[config.mk]
export PLATFORM = sky130hd
export DESIGN_NAME = lcd_refresh_dma
export DESIGN_NICKNAME = d
export VERILOG_FILES = /design/src/rtl/lcd_refresh_dma.sv
export SDC_FILE = /design/constraint.sdc
export NUM_CORES = 1
export LEC_CHECK = 0
export ABC_CLOCK_PERIOD_IN_PS = 5570
export BUFFER_PORTS_ARGS = -buffer_cell sky130_fd_sc_hd__buf_2
export CAP_MARGIN = 20
export CELL_PAD_IN_SITES_DETAIL_PLACEMENT = 0
export CELL_PAD_IN_SITES_GLOBAL_PLACEMENT = 1
export CORE_AREA = 2 2 108 110
export CTS_CLUSTER_DIAMETER = 150
export DETAILED_ROUTE_END_ITERATION = 8
export DIE_AREA = 0 0 110 112
export GPL_TIMING_DRIVEN = 0
export PLACE_DENSITY_LB_ADDON = 0.05
export SYNTH_ARGS = -nofsm -noshare
export SYNTH_HDL_FRONTEND = slang
export SYNTH_SLANG_ARGS = --single-unit
[constraint.sdc]
create_clock -name clk -period 5.57 [get_ports clk]
set_clock_uncertainty 0.1 [all_clocks]
set_input_delay 1.114 -clock clk [delete_from_list [all_inputs] [get_ports clk]]
set_output_delay 1.114 -clock clk [all_outputs]
set_load 0.005 [all_outputs]
[src/rtl/lcd_refresh_dma.sv]
module lcd_refresh_dma #(
  parameter int AW = 16,
  parameter int DW = 32,
  parameter int HW = 8,
  parameter int LW = 10,
  localparam int PW = $clog2(DW) + 1
) (
  input  logic          clk,
  input  logic          rst_n,
  input  logic          enable,
  input  logic          freeze,
  input  logic [1:0]    depth,
  input  logic          split,
  input  logic [AW-1:0] start_addr,
  input  logic [AW-1:0] end_addr,
  input  logic [HW-1:0] hcount,
  input  logic [LW-1:0] lcount,
  output logic          mem_req,
  output logic [AW-1:0] mem_addr,
  input  logic          mem_ack,
  input  logic [DW-1:0] mem_rdata,
  output logic          frame_strobe,
  output logic          line_strobe,
  output logic          data_valid,
  output logic [DW-1:0] pix_data,
  output logic          lower_half,
  output logic          ac_bias,
  output logic [PW-1:0] pix_per_word,
  output logic          idle
);

  typedef enum logic [1:0] {S_IDLE, S_RUN, S_FROZEN} state_t;

  state_t        state;
  logic [AW-1:0] addr;
  logic [HW-1:0] wcnt;
  logic [LW-1:0] lcnt;
  logic          half;

  wire [AW-1:0] addr_nx   = addr + 1'b1;
  wire          eol       = (wcnt == hcount);
  wire          last_line = (lcnt == lcount);
  wire          eof       = eol && last_line && (!split || half);

  assign mem_req      = (state == S_RUN);
  assign mem_addr     = addr;
  assign idle         = (state != S_RUN);
  assign pix_per_word = PW'(DW >> depth);

  always_ff @(posedge clk) begin
    if (!rst_n) begin
      state        <= S_IDLE;
      addr         <= '0;
      wcnt         <= '0;
      lcnt         <= '0;
      half         <= 1'b0;
      data_valid   <= 1'b0;
      line_strobe  <= 1'b0;
      frame_strobe <= 1'b0;
      pix_data     <= '0;
      lower_half   <= 1'b0;
      ac_bias      <= 1'b0;
    end else begin
      data_valid   <= 1'b0;
      line_strobe  <= 1'b0;
      frame_strobe <= 1'b0;
      if (!enable) begin
        state      <= S_IDLE;
        ac_bias    <= 1'b0;
        lower_half <= 1'b0;
      end else begin
        case (state)
          S_IDLE: if (!freeze) begin
            state <= S_RUN;
            addr  <= start_addr;
            wcnt  <= '0;
            lcnt  <= '0;
            half  <= 1'b0;
          end
          S_RUN: if (mem_ack) begin
            data_valid   <= 1'b1;
            pix_data     <= mem_rdata;
            line_strobe  <= eol;
            frame_strobe <= eof;
            lower_half   <= half;
            addr         <= (eof || addr_nx == end_addr) ? start_addr : addr_nx;
            wcnt         <= eol ? '0 : wcnt + 1'b1;
            if (eol) lcnt <= last_line ? '0 : lcnt + 1'b1;
            if (eol && last_line) half <= split & ~half;
            if (eof) ac_bias <= ~ac_bias;
            if (eof && freeze) state <= S_FROZEN;
          end
          default: ;
        endcase
      end
    end
  end

  assert_idle_quiet_R1: assert property (@(posedge clk) disable iff (!rst_n)
    !enable |=> (!mem_req && !data_valid && !ac_bias && idle));

  assert_hold_req_R3: assert property (@(posedge clk) disable iff (!rst_n)
    (mem_req && !mem_ack && enable) |=> (mem_req && $stable(mem_addr)));

  assert_frame_is_line_R6: assert property (@(posedge clk) disable iff (!rst_n)
    frame_strobe |-> (line_strobe && data_valid));

  assert_addr_window_R8: assert property (@(posedge clk) disable iff (!rst_n)
    mem_req |-> (mem_addr >= start_addr && mem_addr < end_addr));

  assert_bias_flip_R9: assert property (@(posedge clk) disable iff (!rst_n)
    frame_strobe |-> (ac_bias != $past(ac_bias)));

  assert_freeze_stop_R10: assert property (@(posedge clk) disable iff (!rst_n)
    (frame_strobe && $past(freeze)) |-> (!mem_req && idle));

endmodule

; ---- Yosys cells after proc, flatten, opt, wreduce, memory -nomap -nowiden
; Index checks and enable logic that the tools add are counted.
[op_classes]
add_sub_neg = 3
n_eq_ne = 10
shifts = 1
n_mux = 22
n_bitwise = 3
reduce_logical = 18
[op_table]
columns = cell, count
row1 = 16-bit two-way mux, 3
row2 = 10-bit two-way mux, 4
row3 = 16-bit one-hot mux with 2 select lines, 1
row4 = 8-bit two-way mux, 3
row5 = 10-bit one-hot mux with 2 select lines, 1
row6 = "16-bit by 1-bit adder with 16-bit output, second input constant", 1
row7 = 16-bit equality test, 1
row8 = 8-bit one-hot mux with 2 select lines, 1
row9 = 4-bit AND reduction, 3
row10 = "10-bit by 1-bit adder with 10-bit output, second input constant", 1
row11 = 10-bit equality test, 1
row12 = "2-bit by 1-bit != test with 1-bit output, second input constant", 5
row13 = 5-bit AND reduction, 2
row14 = 3-bit AND reduction, 3
row15 = "8-bit by 1-bit adder with 8-bit output, second input constant", 1
row16 = 8-bit equality test, 1
row17 = 2-bit two-way mux, 3
row18 = "6-bit by 2-bit >> shifter with 6-bit output, first input constant", 1
row19 = 1-bit two-way mux, 4
row20 = 2-bit one-hot mux with 2 select lines, 1
row21 = 2-bit AND reduction, 2
row22 = 1-bit logical AND, 3
row23 = "2-bit by 1-bit equality test with 1-bit output, second input constant", 1
row24 = 2-bit logical NOT, 1
row25 = 7 further kinds, 9
[totals]
register_bits = 74
inputBits = 90
output_inout_bits = 61
elab_cells = 68

; ---- Longest topological paths before layout
; Gate-level depths: netlist of run 1.
[depth]
ltp_word = 7
depth_mapped = 12
mapped_depth_nobuf = 9

; ---- Worst setup path after synthesis of run 1
; Ideal clock, no wire load.
[synth_timing]
path_type = input to register
start = input end_addr[9]
end = register addr[10] (netlist: mem_addr[10])
setup_time_ps = 127
arrival_time_ps = 2976
required_ps = 5343
path_slack_ps = 2367
stages = 10
n_path_buf = 2
cell_sequence = xnor2_1 -> xor2_1 -> o31ai_1 -> a31oi_1 -> or4_1 -> o211ai_2 -> buf_6 -> buf_8 -> o22ai_1 -> or3_1
[synth_between]
elab_chain_len = 5
[synth_rtl]
columns = element, line
row1 = start: declaration, 15  ; input logic [AW-1:0] end_addr,
row2 = 16-bit equality test, 86  ; addr <= (eof || addr_nx == end_addr) ? start_addr : addr_nx;
row3 = 1-bit logical OR, 86
row4 = 16-bit two-way mux, 86
row5 = 16-bit two-way mux, 80  ; S_RUN: if (mem_ack) begin
row6 = 16-bit one-hot mux with 2 select lines, 72  ; case (state)
row7 = end signal: assignment, 75  ; addr <= start_addr;
row8 = end signal: assignment, 86
row9 = end: declaration, 35  ; logic [AW-1:0] addr;
; Every way passes these cells. The select of a mux whose other input is x is not followed.
; A chain may end at the register's enable or synchronous reset.

; ---- Final worst setup path of run 1
[layout_timing]
start = register addr[0] (netlist: mem_addr[0])
end = register addr[10] (netlist: mem_addr[10])
[layout_between]
elab_chain_len = 6
[layout_rtl]
columns = element, line
row1 = 16-bit by 1-bit adder with 16-bit output *, 40  ; wire [AW-1:0] addr_nx = addr + 1'b1;
row2 = 16-bit equality test, 86
row3 = 1-bit logical OR, 86
row4 = 16-bit two-way mux *, 86
row5 = 16-bit two-way mux *, 80
row6 = 16-bit one-hot mux with 2 select lines *, 72
; Every way passes the cells marked *; elsewhere a longest branch is shown, timed or not. The select of a mux whose other input is x is not followed.

==> results.sh, run 1 <==
export IMPL_cts_tree="built"
export IMPL_fin_crit_ns=3.45
export IMPL_p_int_mw=0.912
export IMPL_met3_length_um=898
export IMPL_p_leak_nw=2.10
export IMPL_insertion_delay_ns=0.34
export IMPL_wl_met2_mm=5.32
export IMPL_synthXorXnorAreaFrac=0.130
export IMPL_ys_seq_elements=74
export IMPL_synthMuxAreaShare=0.0130
export IMPL_path_class="flip-flop to flip-flop"
export IMPL_hold_ws_ns=0.348
export IMPL_synth_seq_area_share=0.386
export IMPL_async_flop_share=0
export IMPL_rsz0062_at_grt="no"
export IMPL_synth_simple_gate_area_frac=0.278
export IMPL_ctsLongestPathBuffers=2
export IMPL_cp_start_kind="flip-flop"
export IMPL_path_max_fanout=10
export IMPL_crit_path_end="mem_addr[10]$_SDFFE_PN0P_"
export IMPL_clock_sinks=74
export IMPL_r2r_start="mem_addr[0]$_SDFFE_PN0P_"
export IMPL_synth_edf_count=0
export IMPL_highest_layer="met5"
export IMPL_crit_arrival_ns=3.56
export IMPL_setup_viol=0
export IMPL_ios=151
export IMPL_reg2reg_slack_ns=2.12
export IMPL_initial_core_util=0.344
export IMPL_chipWidth_um=110
export IMPL_clk_pin_slew_ns=0.06
export IMPL_drcViolationCount=0
export IMPL_cts_buffers=9
export IMPL_synth_area_um2=3840
export IMPL_hold_viol_final=0
export IMPL_synth_warnings=0
export IMPL_p_sw_mw=0.319
export IMPL_cellPowerDensity_nw_per_um2=246
export IMPL_drv_slew=0
export IMPL_synth_compound_area_frac=0.137
export IMPL_gr_total_overflow=0
export IMPL_p_seq_frac=0.452
export IMPL_register_area_um2=1480
export IMPL_synth_top_family_by_area="simple AND/OR/NAND/NOR gates"
export IMPL_rows=39
export IMPL_cts_max_level=3
export IMPL_fin_crit_sh=0.619
export IMPL_vias=3921
export IMPL_dieArea_um2=12300
export IMPL_tns_ns=0
export IMPL_synthAdderAreaFrac=0.00978
export IMPL_drt_iter0_drc=136
export IMPL_die_height_um=112
export IMPL_ant_nets=0
export IMPL_r2r_end="mem_addr[10]$_SDFFE_PN0P_"
export IMPL_grt_pass1_wl_mm=18.8
export IMPL_nets=731
export IMPL_r2r_cells=11
export IMPL_fmax_mhz=290
export IMPL_drive_above_1_share=0.274
export IMPL_slew_headroom=0.533
export IMPL_peakVddDrop_mv=0.135
export IMPL_drt_wl_total_mm=11.6
export IMPL_syn_area_per_cell_um2=8.03
export IMPL_area_delta_synth_final_pct=30.7
export IMPL_crit_start="mem_addr[0]$_SDFFE_PN0P_"
export IMPL_wire_per_inst_um=14.8
export IMPL_synth_cell_types=51
export IMPL_post_cts_resized=0
export IMPL_grt_pass1_vias=3882
export IMPL_worstSetupEndpointType="flip-flop"
export IMPL_hp_class="flip-flop to flip-flop"
export IMPL_cts_root_buf="clkbuf_16"
export IMPL_port_buffers=148
export IMPL_grt_start_max_net_pins=12
export IMPL_dp_hpwl_mm=8.67
export IMPL_cts_setup_buffers=0
export IMPL_ys_flop_type="dfxtp_1"
export IMPL_max_cap_violations=0
export IMPL_worst_pin_slew_ns=0.694
export IMPL_syn_inst=478
export IMPL_viasPerCell=4.99
export IMPL_multi_input_comb_area_um2=2190
export IMPL_sw_frac_of_total=0.259
export IMPL_n_antenna_cell=0
export IMPL_dr_pass1_iters=4
export IMPL_grt_usage=0.196
export IMPL_coreArea_um2=11200
export IMPL_gp_congestion=0.814
export IMPL_met1_length_mm=5.18
export IMPL_combPwrFrac=0.126
export IMPL_status="finished, final reports clean"
export IMPL_crit_required_ns=5.68
export IMPL_p_clk_frac=0.421
export IMPL_fillers=1196
export IMPL_postCtsHoldBufs=0
export IMPL_grt_antenna_before_repair=1
## Yosys cell counts, types with 5 or more instances
master	number	area share
nor2b_1	5	0.0081
dfxtp_1	74	0.39
nand4_1	19	0.031
nor4_1	6	0.0098
nand4b_1	6	0.014
nor2_1	28	0.027
xnor2_1	28	0.064
a21oi_1	46	0.060
mux2i_1	5	0.013
o21ai_0	11	0.014
buf_2	5	0.0065
nand2_1	92	0.090
xor2_1	29	0.066
or3_1	7	0.011
clkbuf_1	17	0.017
nand3_1	23	0.030
and3_1	7	0.011
## registers in the layout, summed over array words and instances (netlist names)
name,count
mem_addr,16
wcnt,8
state,2
frame_strobe,1
data_valid,1
half,1
lower_half,1
ac_bias,1
pix_data,32
lcnt,10
line_strobe,1
## routing by layer
metal,GRT usage,up-vias
met3,0.0574,16
li1,-,1985
met1,0.246,1790
met4,0.0743,2
met2,0.314,128
met5,0,-
## per-stage QoR
step	utilization	cells	area, µm²	power, mW	setup slack (ns)
after floorplan	-	479	3840	0.650	2.37
after global placement	0.426	770	4760	0.723	1.86
after detailed placement	0.426	770	4760	0.725	1.91
after CTS	0.449	785	5020	1.25	2.12
after global routing	0.449	785	5020	1.29	1.92
final	0.449	785	5020	1.23	2.12
## cell families after synthesis
family / Yosys count
compound gates: 86
buf+inv: 36
xor+xnor: 57
simple gates: 216
mux: 5
fa+ha+maj: 3
flops: 74
other cells: 1
## how the worst min path moves through the flow
stage          depth (start not counted)                   endpoint  slack [ns]                 startpoint
6_report                               2  pix_data[31]$_SDFFE_PN0P_        0.35  pix_data[31]$_SDFFE_PN0P_
5_1_grt                                2   pix_data[3]$_SDFFE_PN0P_        0.37   pix_data[3]$_SDFFE_PN0P_
4_1_cts                                2  pix_data[31]$_SDFFE_PN0P_        0.35  pix_data[31]$_SDFFE_PN0P_
3_5_place_dp                           2  pix_data[14]$_SDFFE_PN0P_        0.35  pix_data[14]$_SDFFE_PN0P_
3_3_place_gp                           2  pix_data[16]$_SDFFE_PN0P_        0.34  pix_data[16]$_SDFFE_PN0P_
2_1_floorplan                          2          half$_SDFFE_PN0P_        0.35          half$_SDFFE_PN0P_
## final cells by class
type / instances / share of cell area
clock inverters: 3 / 0.00349
clock buffers: 12 / 0.0471
flip-flops and latches: 74 / 0.295
inverters: 5 / 0.00374
repair buffers: 148 / 0.148
plain buffers: 31 / 0.0312
well taps: 143 / 0.0357
multi-input cells: 369 / 0.436
## power groups by stage
| stage | Sequential [mW] | Clock [mW] | Combinational [mW] |
|---|---|---|---|
| final | 0.557 | 0.519 | 0.156 |
| after CTS | 0.557 | 0.538 | 0.157 |
| after floorplan | 0.566 | 0 | 0.0841 |
| after global placement | 0.568 | 0 | 0.155 |
| after global routing | 0.559 | 0.556 | 0.174 |
| after detailed placement | 0.569 | 0 | 0.156 |
## worst max-delay path, stage by stage (launching register included)
cell and delay, ns:
dfxtp_1 0.49, ha_1 0.32, nand3_1 0.33, nor3b_1 0.49, xnor2_1 0.17, nand2_1 0.05, or4_1 0.45, o211ai_2 0.19
buf_6 0.18, buf_8 0.15, o22ai_1 0.07, or3_1 0.31
## layout by cell type (no fill, tap or decap), types with 9 or more instances in the layout
cell	Yosys	final
nor2_1	28	28
a21oi_1	46	46
clkbuf_1	17	20
xor2_1	29	29
o21ai_0	11	11
buf_2	5	153
nand4_1	19	19
xnor2_1	28	28
nand2_1	92	92
dfxtp_1	74	74
clkbuf_16	0	9
nand3_1	23	23
(Power assumes the default switching activity.)
==> run 2: changes to the inputs <==
- ABC_CLOCK_PERIOD_IN_PS: 5570 -> 2800
- CORE_AREA: 2 2 108 110 -> 2 2 115 117
- DIE_AREA: 0 0 110 112 -> 0 0 117 119
- clock period: 5.57 -> 2.8 ns (I/O delays scaled with it)
==> run 2 against run 1 <==
  * The flow now finishes with violations (negative setup slack)
  * Via count grew 2.0%
  * Hold slack barely moved
  * Flip-flop and latch count unchanged
  * Setup slack worse by 2.1 ns
  * First-iteration DRC count rose by 48%
  * Critical endpoint unchanged
  * Highest routed layer is now met4
==> results.sh, run 2 (synthesized netlist as in run 1, its figures left out) <==
export IMPL_status="finished with violations"
export IMPL_violations="negative setup slack"
export IMPL_area_delta_synth_final_pct=40.4
export IMPL_path_max_fanout=9
export IMPL_wire_per_inst_um=14.9
export IMPL_grt_pass1_wl_mm=19.8
export IMPL_initial_core_util=0.298
export IMPL_layout_common_cells="buf_2 (149), nand2_1 (92), dfxtp_1 (66)"
export IMPL_worst_pin_slew_ns=0.669
export IMPL_cts_max_level=3
export IMPL_path_class="flip-flop to flip-flop"
export IMPL_viasPerCell=4.81
export IMPL_ctsLongestPathBuffers=2
export IMPL_fin_area_um2=5390
export IMPL_coreArea_um2=12900
export IMPL_peakVddDrop_mv=0.493
export IMPL_p_leak_nw=2.25
export IMPL_fin_crit_ns=2.82
export IMPL_worstHoldPathCells=3
export IMPL_sw_frac_of_total=0.262
export IMPL_clock_sinks=74
export IMPL_p_sw_mw=0.696
export IMPL_n_antenna_cell=0
export IMPL_fin_ws_ns=-0.0242
export IMPL_fmax_mhz=354
export IMPL_die_height_um=119
export IMPL_power_mw=2.65
export IMPL_cp_start_kind="flip-flop"
export IMPL_cts_tree="built"
export IMPL_setup_viol=3
export IMPL_grt_pass1_vias=3910
export IMPL_p_clk_frac=0.453
export IMPL_crit_arrival_ns=2.95
export IMPL_drv_slew=0
export IMPL_ant_nets=0
export IMPL_r2r_start="mem_addr[8]$_SDFFE_PN0P_"
export IMPL_ios=151
export IMPL_largest_register="pix_data"
export IMPL_tns_ns=-0.0474
export IMPL_port_buffers=148
export IMPL_drt_wl_total_mm=12.4
export IMPL_postCtsHoldBufs=0
export IMPL_hp_start="mem_rdata[7]"
export IMPL_insertion_delay_ns=0.35
export IMPL_drt_iter0_drc=201
export IMPL_drcViolationCount=0
export IMPL_finalNonFillerCells=831
export IMPL_grt_antenna_before_repair=0
export IMPL_gr_total_overflow=0
export IMPL_hold_viol_final=0
export IMPL_dp_hpwl_mm=8.96
export IMPL_rsz0062_at_grt="yes"
export IMPL_r2r_cells=11
export IMPL_r2r_end="mem_addr[10]$_SDFFE_PN0P_"
export IMPL_fin_crit_sh=1.01
export IMPL_final_common_cell="buf_2"
export IMPL_grt_usage=0.184
export IMPL_placed_area_um2=4810
export IMPL_worstSetupEndpointType="flip-flop"
export IMPL_p_seq_frac=0.418
export IMPL_reg2reg_slack_ns=-0.02
export IMPL_dieArea_um2=13900
export IMPL_nets=743
export IMPL_gp_congestion=0.764
export IMPL_drive_above_1_share=0.333
export IMPL_clk_pin_slew_ns=0.06
export IMPL_crit_required_ns=2.93
export IMPL_chipWidth_um=117
export IMPL_cts_buffers=9
export IMPL_cts_root_buf="clkbuf_16"
export IMPL_hp_class="primary input to flip-flop"
export IMPL_grt_start_max_net_pins=14
export IMPL_cellPowerDensity_nw_per_um2=492
export IMPL_slew_headroom=0.554
export IMPL_vias=4000
export IMPL_dr_pass1_iters=4
export IMPL_dp_slack_ns=-0.494
export IMPL_combPwrFrac=0.128
export IMPL_largest_register_ffs=32
export IMPL_placed_cells=803
export IMPL_max_cap_violations=0
export IMPL_rows=42
export IMPL_p_int_mw=1.96
export IMPL_min_to="pix_data[7]$_SDFFE_PN0P_"
## run 2: cell count changes in the layout (fill, tap and decap cells not counted), sizes merged
cell	before	now
clkinv	3	2
clkbuf	29	28
clkinvlp	1	2
buf	162	174
inv	4	5
bufinv	0	1
## run 2: layout make-up
| class | instances | area (µm²) |
|---|---|---|
| clock buffer | 11 | 243 |
| tap | 176 | 220 |
| clock inverter | 5 | 62.6 |
| sequential | 74 | 1500 |
| timing repair buffer | 161 | 851 |
| inverter | 5 | 18.8 |
| multi-input combinational | 369 | 2320 |
| fill | 1395 | 7480 |
| buffer | 30 | 170 |
## run 2: worst max path at each step
stage / cells past startpoint / to / startpoint / slack (ns)
3_3_place_gp: 11 / mem_addr[1]$_SDFFE_PN0P_ / mem_addr[0]$_SDFFE_PN0P_ / -0.51
2_1_floorplan: 11 / mem_addr[10]$_SDFFE_PN0P_ / mem_addr[0]$_SDFFE_PN0P_ / 0.04
6_report: 11 / mem_addr[10]$_SDFFE_PN0P_ / mem_addr[8]$_SDFFE_PN0P_ / -0.02
3_5_place_dp: 11 / mem_addr[10]$_SDFFE_PN0P_ / mem_addr[0]$_SDFFE_PN0P_ / -0.49
5_1_grt: 11 / mem_addr[1]$_SDFFE_PN0P_ / mem_addr[0]$_SDFFE_PN0P_ / -0.12
4_1_cts: 11 / mem_addr[10]$_SDFFE_PN0P_ / mem_addr[0]$_SDFFE_PN0P_ / -0.005
## run 2: timing repair
item                                    4_1_cts  5_1_grt
pin swaps                                     8        1
gates cloned                                  0        0
endpoints found under the setup margin       16       24
buffers inserted                             13        0
resized for setup                            28       15
## run 2: critical path: stages (launching register included)
cell,delay (ns)
dfxtp_4,0.35
buf_4,0.13
nand4_1,0.18
nor3_4,0.30
xnor2_2,0.15
nand2_1,0.07
or4_4,0.55
o211ai_2,0.20
buf_6,0.17
buf_8,0.14
o22ai_2,0.06
or3_1,0.30
## run 2: routing by layer
| metal | track usage | part of all wire | wire [µm] |
|---|---|---|---|
| met1 | 0.225 | 0.44 | 5430 |
| met2 | 0.294 | 0.46 | 5680 |
| met3 | 0.0718 | 0.084 | 1040 |
| met4 | 0.0640 | 0.017 | 206 |
| met5 | 0 | 0 | 0 |
## run 2: power by group through the flow
stage | logic [mW] | clock network, mW | registers (mW)
after floorplan | 0.167 | 0 | 1.13
after global placement | 0.312 | 0 | 1.13
after detailed placement | 0.315 | 0 | 1.13
final | 0.341 | 1.20 | 1.11
after CTS | 0.336 | 1.25 | 1.11
after global routing | 0.380 | 1.29 | 1.11
## run 2: stage by stage
step | hold WS, ns | utilization
after floorplan | 0.350 | -
after global placement | 0.339 | 0.374
after detailed placement | 0.345 | 0.374
after CTS | 0.334 | 0.414
after global routing | 0.344 | 0.419
final | 0.348 | 0.419
